File: config.mk
export PLATFORM = sky130hd
export DESIGN_NAME = wht_stream
export DESIGN_NICKNAME = d
export VERILOG_FILES = /design/src/rtl/wht_pkg.sv /design/src/rtl/wht_bfly.sv /design/src/rtl/wht_stage.sv /design/src/rtl/wht_stream.sv
export SDC_FILE = /design/constraint.sdc
export NUM_CORES = 2
export LEC_CHECK = 0
export CORE_ASPECT_RATIO = 0.75
export CORE_MARGIN = 2
export CORE_UTILIZATION = 40
export CTS_BUF_LIST = sky130_fd_sc_hd__clkbuf_4 sky130_fd_sc_hd__clkbuf_8 sky130_fd_sc_hd__clkbuf_16
export CTS_CLUSTER_DIAMETER = 200
export DETAILED_ROUTE_END_ITERATION = 16
export DONT_BUFFER_PORTS = 1
export GPL_TIMING_DRIVEN = 0
export PLACE_DENSITY_LB_ADDON = 0.3
export SLEW_MARGIN = 10
export SYNTH_ARGS = -nofsm -noshare
export SYNTH_HDL_FRONTEND = slang
export SYNTH_SLANG_ARGS = --single-unit
export TNS_END_PERCENT = 1
File: constraint.sdc
create_clock -name clk -period 5.2 [get_ports clk]
set_input_delay 1.04 -clock clk [delete_from_list [all_inputs] [get_ports clk]]
set_output_delay 1.04 -clock clk [all_outputs]
set_load 0.1 [all_outputs]
File: src/rtl/wht_pkg.sv
package wht_pkg;
    // radix of the kernel and number of storage banks per stage (radix squared)
    localparam int RADIX = 2;
    localparam int BANKS = RADIX * RADIX;
endpackage

File: src/rtl/wht_bfly.sv
module wht_bfly #(
    parameter int IW = 8
) (
    input  logic [IW-1:0] a,
    input  logic [IW-1:0] b,
    output logic [IW:0]   sum,
    output logic [IW:0]   dif
);
    // sign-extend both operands by one bit so neither result can wrap
    logic [IW:0] ax, bx;
    assign ax  = {a[IW-1], a};
    assign bx  = {b[IW-1], b};
    assign sum = ax + bx;
    assign dif = ax - bx;
endmodule

File: src/rtl/wht_stage.sv
module wht_stage
    import wht_pkg::*;
#(
    parameter int IW    = 8,
    parameter int LOG_N = 5
) (
    input  logic          clk,
    input  logic          rst_n,
    input  logic          in_valid,
    input  logic          in_last,
    input  logic [IW-1:0] in_data,
    output logic          out_valid,
    output logic          out_last,
    output logic [IW:0]   out_data
);
    localparam int N    = 1 << LOG_N;
    localparam int HALF = N / 2;
    localparam int QD   = N / BANKS;
    localparam int RW   = LOG_N - 2;
    localparam logic [LOG_N-1:0] LAST_IDX = LOG_N'(N - 1);
    localparam logic [LOG_N-1:0] MID_IDX  = LOG_N'(HALF);

    typedef struct packed {
        logic [LOG_N-1:0] wr_idx;
        logic             run;
        logic [LOG_N-1:0] rd_idx;
        logic             ov;
        logic             ol;
        logic [IW:0]      od;
        logic [IW:0]      hold;
    } st_t;

    st_t st_d, st_q;

    // write side: bank from address MSB and LSB, row from the middle bits
    logic [1:0]    wbank;
    logic [RW-1:0] wrow;
    assign wbank = {st_q.wr_idx[LOG_N-1], st_q.wr_idx[0]};
    assign wrow  = st_q.wr_idx[LOG_N-2:1];

    // read side: pair index i = rd_idx/2 addresses i and i+HALF
    logic [RW-1:0] rrow;
    logic          rlsb;
    assign rrow = st_q.rd_idx[LOG_N-1:2];
    assign rlsb = st_q.rd_idx[1];

    logic [IW-1:0] bank_rd [BANKS];

    for (genvar b = 0; b < BANKS; b++) begin : g_bank
        logic [IW-1:0] q_mem [QD];
        always_ff @(posedge clk) begin
            if (in_valid && wbank == 2'(b)) q_mem[wrow] <= in_data;
        end
        assign bank_rd[b] = q_mem[rrow];
    end

    logic [IW-1:0] opa, opb;
    logic [IW:0]   sum, dif;
    assign opa = bank_rd[{1'b0, rlsb}];
    assign opb = bank_rd[{1'b1, rlsb}];

    wht_bfly #(.IW(IW)) u_bfly (.a(opa), .b(opb), .sum(sum), .dif(dif));

    logic start;
    assign start = in_valid && (st_q.wr_idx == MID_IDX);

    always_comb begin
        st_d    = st_q;
        st_d.ov = 1'b0;
        st_d.ol = 1'b0;
        if (in_valid) st_d.wr_idx = in_last ? '0 : st_q.wr_idx + 1'b1;
        if (st_q.run) begin
            st_d.ov = 1'b1;
            st_d.ol = (st_q.rd_idx == LAST_IDX);
            if (!st_q.rd_idx[0]) begin
                st_d.od   = sum;
                st_d.hold = dif;
            end else begin
                st_d.od = st_q.hold;
            end
            st_d.rd_idx = st_q.rd_idx + 1'b1;
            if (st_q.rd_idx == LAST_IDX) st_d.run = 1'b0;
        end
        if (start) begin
            st_d.run    = 1'b1;
            st_d.rd_idx = '0;
        end
    end

    always_ff @(posedge clk or negedge rst_n) begin
        if (!rst_n) st_q <= '0;
        else        st_q <= st_d;
    end

    assign out_valid = st_q.ov;
    assign out_last  = st_q.ol;
    assign out_data  = st_q.od;


    last_align_chk: assert property (@(posedge clk) disable iff (!rst_n)
        (in_valid && in_last) |-> (st_q.wr_idx == LAST_IDX));


    overlap_chk: assert property (@(posedge clk) disable iff (!rst_n)
        start |-> (!st_q.run || st_q.rd_idx == LAST_IDX));


    run_contig_chk: assert property (@(posedge clk) disable iff (!rst_n)
        (st_q.ov && !st_q.ol) |=> st_q.ov);


    last_then_chk: assert property (@(posedge clk) disable iff (!rst_n)
        st_q.ol |=> (!st_q.ov || st_q.rd_idx == LOG_N'(1)));
endmodule

File: src/rtl/wht_stream.sv
module wht_stream #(
    parameter int DIN_W = 8,
    parameter int LOG_N = 5,
    localparam int DOUT_W = DIN_W + LOG_N
) (
    input  logic              clk,
    input  logic              rst_n,
    input  logic              in_valid,
    input  logic              in_last,
    input  logic [DIN_W-1:0]  in_data,
    output logic              out_valid,
    output logic              out_last,
    output logic [DOUT_W-1:0] out_data
);
    // one identical stage per iteration; width grows by one bit per stage
    for (genvar s = 0; s < LOG_N; s++) begin : g_st
        logic [DIN_W+s-1:0] xin;
        logic               xv, xl;
        logic [DIN_W+s:0]   y;
        logic               v, l;

        if (s == 0) begin : g_first
            assign xin = in_data;
            assign xv  = in_valid;
            assign xl  = in_last;
        end else begin : g_next
            assign xin = g_st[s-1].y;
            assign xv  = g_st[s-1].v;
            assign xl  = g_st[s-1].l;
        end

        wht_stage #(.IW(DIN_W + s), .LOG_N(LOG_N)) u_stage (
            .clk      (clk),
            .rst_n    (rst_n),
            .in_valid (xv),
            .in_last  (xl),
            .in_data  (xin),
            .out_valid(v),
            .out_last (l),
            .out_data (y)
        );
    end

    assign out_valid = g_st[LOG_N-1].v;
    assign out_last  = g_st[LOG_N-1].l;
    assign out_data  = g_st[LOG_N-1].y;
endmodule

==> flow_summary.toml <==
[synth]
synth_area_mm2 = 0.0727
synth-edff-count = 1600
synth_nets = 3924
syn_area_per_cell_um2 = 19.2
synthCells = 3782
ys_seq_elements = 1775
ys_async_sr_fraction_pct = 9.86
synth_ff_type = "edfxtp_1"
synth_warnings = 0
yosysSeqAreaShare_pct = 72.1
synth_cell_types = 63

[pwr]
p_leak_nw = 26.2
seqPwrFrac_pct = 51.0
combPwrFrac_pct = 12.1
powerDensity_mw_per_mm2 = 419
total_power_mw = 34.2
netSwitchingPower_mw = 8.58
irDropWorstVdd_mv = 0.282
pwr-share-clk_pct = 36.9
power.internal_mw = 25.6
swShare_pct = 25.1

[global_routing]
grt_max_degree = 176
grt_use_total_pct = 17.7
grt_pass1_wl_um = 242000
grt_overflow = 0
grt_pass1_vias = 35676
antenna_found_initial = 5

[cts]
cts.repair.resized = 0
clock_sinks = 1775
cts_tree = "built"
h-tree-depth = 4
clk_pin_slew_worst_paths_ps = 70
root_buffer = "clkbuf_16"
clk_latency_ps = 810
cts_buffers = 171
cts_max_path_buffers = 3

[worst_setup_path]
critPathLaunchType = "flip-flop"
slowest_delay_ps = 570
reg2regPathDepth = 14
worst_path_max_delay_cell = "mux4_2"
critical_path_required_ps = 5910
path_cells = "clkbuf_1, clkbuf_1, buf_2, mux4_2, mux4_2, ha_1, fa_1, nor2b_1, o21a_1, o21ai_0, a21oi_1, a41oi_1, xor2_1, o21ai_0"
worstPathArrival_ps = 5310
critPathKind = "reg -> reg"
critPathCaptureType = "flip-flop"
path_max_fanout = 10

[detailed_routing]
num_vias = 35765
drt_first_pass_iters = 5
ant_nets = 0
drt_iter0_drc = 3839
vias_per_cell = 5.51
routed_wl_um = 164000
route.detailed.drc = 0
avgRoutedWirePerCell_um = 25.2

[floorplan]
die_h_um = 373
num_io_pins = 27
start_util_pct = 40.3
coreArea_mm2 = 0.181
dieArea_mm2 = 0.185
rows = 135
die_w_um = 496

[timing]
skew_ps = 32.9
setup_tns_ps = 0
rsz0062_at_grt = "no"
worst_slew_margin_rel_pct = 15.6
fin_crit_sh_pct = 88.6
final-setup-viol-count = 0
max_slew.worst_pin.slew_ps = 1270
period_minus_slack_ps = 4610
finalHoldViolCount = 0
hold_ws_ps = 221
fmax_mhz = 217
drv_slew = 0

[placement]
dp_hpwl_um = 105000
io_buffers = 0
dp.cells = 6183
place_congestion = 0.834

[min_path]
hold_path_class = "in -> async"

[finish]
nets = 4103
layout-drive-gt1-share_pct = 22.9
area_growth_pct = 12.2
instances_no_fill = 6495

[run_status]
status = "finished clean"

[flow_run]
drv_cap = 0
## metrics by stage
step	util (%)	setup WS, ps	area [µm²]
finish	45.2	593	81600
global route	45.2	232	81600
CTS	45.1	594	81500
detailed placement	42.0	633	75800
global placement	41.9	718	75700
floorplan	-	1570	72700
## worst paths after layout
path	endpoint	slack (ps)	startpoint
worst max-delay path	g_st[4].u_stage.st_q[10]$_DFFE_PN0P_	590	g_st[4].u_stage.rrow[1]$_DFFE_PN0P_
worst min-delay path	g_st[4].u_stage.out_valid$_DFF_PN0_	220	rst_n
worst max register to register	g_st[4].u_stage.st_q[10]$_DFFE_PN0P_	590	g_st[4].u_stage.rrow[1]$_DFFE_PN0P_
worst min register to register	g_st[1].u_stage.out_valid$_DFF_PN0_	370	g_st[1].u_stage.st_q[27]$_DFF_PN0_
max in group asynchronous	g_st[0].u_stage.out_data[1]$_DFFE_PN0P_	3920	rst_n
min in group clk	g_st[0].u_stage.g_bank[3].q_mem[4][6]$_DFFE_PP_	320	in_data[6]
## cell usage in the layout (no fill, tap or decap), types with 13 or more instances in the layout
master,instances
clkbuf_1,114
nand3_1,60
o21a_1,13
inv_2,20
nand2b_1,35
a21oi_1,89
dfrtp_2,15
buf_4,28
mux2_2,22
o21ai_0,111
nor2b_1,32
clkbuf_4,43
nand2_1,131
nor2_2,25
clkbuf_16,173
nor3_1,18
inv_1,111
o31ai_1,15
bufinv_16,17
buf_6,13
xnor2_1,43
edfxtp_1,1600
mux4_2,499
nor2_1,218
buf_2,34
clkinv_1,38
clkinv_2,16
dfrtp_1,160
buf_1,18
or3_1,15
xor2_1,24
mux2i_1,24
a21o_1,14
o211ai_1,17
ha_1,120
## flip-flops by register name (all words and copies together), names as in the netlist
signal	flops
g_st.u_stage.out_last	5
g_st.u_stage.st_q	90
g_st.u_stage.rrow	15
g_st.u_stage.rlsb	5
g_st.u_stage.out_valid	5
g_st.u_stage.out_data	55
g_st.u_stage.g_bank.q_mem	1600
## power groups by stage
| stage | registers [mW] | logic (mW) | clock network [mW] |
|---|---|---|---|
| after floorplan | 17.2 | 3.06 | 0 |
| after global placement | 17.6 | 4.07 | 0 |
| after detailed placement | 17.7 | 4.13 | 0 |
| after CTS | 17.4 | 4.18 | 12.8 |
| after global routing | 17.5 | 4.60 | 13.4 |
| final | 17.4 | 4.15 | 12.6 |
## repair_timing
| action | 4_1_cts | 5_1_grt |
|---|---|---|
| buffers inserted | 0 | 0 |
| endpoints found under the hold margin | 175 | 0 |
| hold buffers | 1 | 0 |
## per-layer routing
layer  share of wire, %  routed length [µm]  up-vias  GRT usage [%]
met2                 42               69100     1285           24.3
met1                 47               77800    18829           27.8
met5              0.012                  20        -              0
met3                8.9               14600      172           5.27
li1                   -                   -    15477              -
met4                1.4                2220        2           3.26
## kinds of logic after synthesis
group	synth area share, %
AO/OA/AOI/OAI	2.83
XOR/XNOR	0.807
adder cells (fa/ha/maj)	2.34
buffers and inverters	2.07
flip-flops	72.1
multiplexers	16.1
AND/OR/NAND/NOR	3.73
## synthesized netlist by cell type, types with 32 or more instances
master,instances,area share (%)
a21oi_1,89,0.61
buf_2,34,0.23
clkbuf_1,114,0.59
dfrtp_1,175,6.0
edfxtp_1,1600,66
ha_1,120,2.1
inv_1,111,0.57
mux4_2,499,15
nand2_1,131,0.68
nand2b_1,35,0.30
nand3_1,60,0.41
nor2_1,243,1.3
nor2b_1,32,0.28
o21ai_0,111,0.76
xnor2_1,43,0.52
## critical path: cells and delay by family, from the launching register on
family | cells | cell delay [ps]
buf+inv | 3 | 1340
mux | 2 | 920
compound gates | 5 | 880
fa+ha+maj | 2 | 730
flops | 1 | 320
xor+xnor | 1 | 190
simple gates | 1 | 140
## cell type report
cell class	count	area (µm²)
sequential	1775	52400
clock inverter	91	985
tap	2397	3000
antenna	1	2.50
buffer	206	1010
inverter	131	492
fill	15234	99000
multi-input combinational	1670	18900
timing repair buffer	6	95.1
clock buffer	218	4680
(Power assumes the default switching activity.)
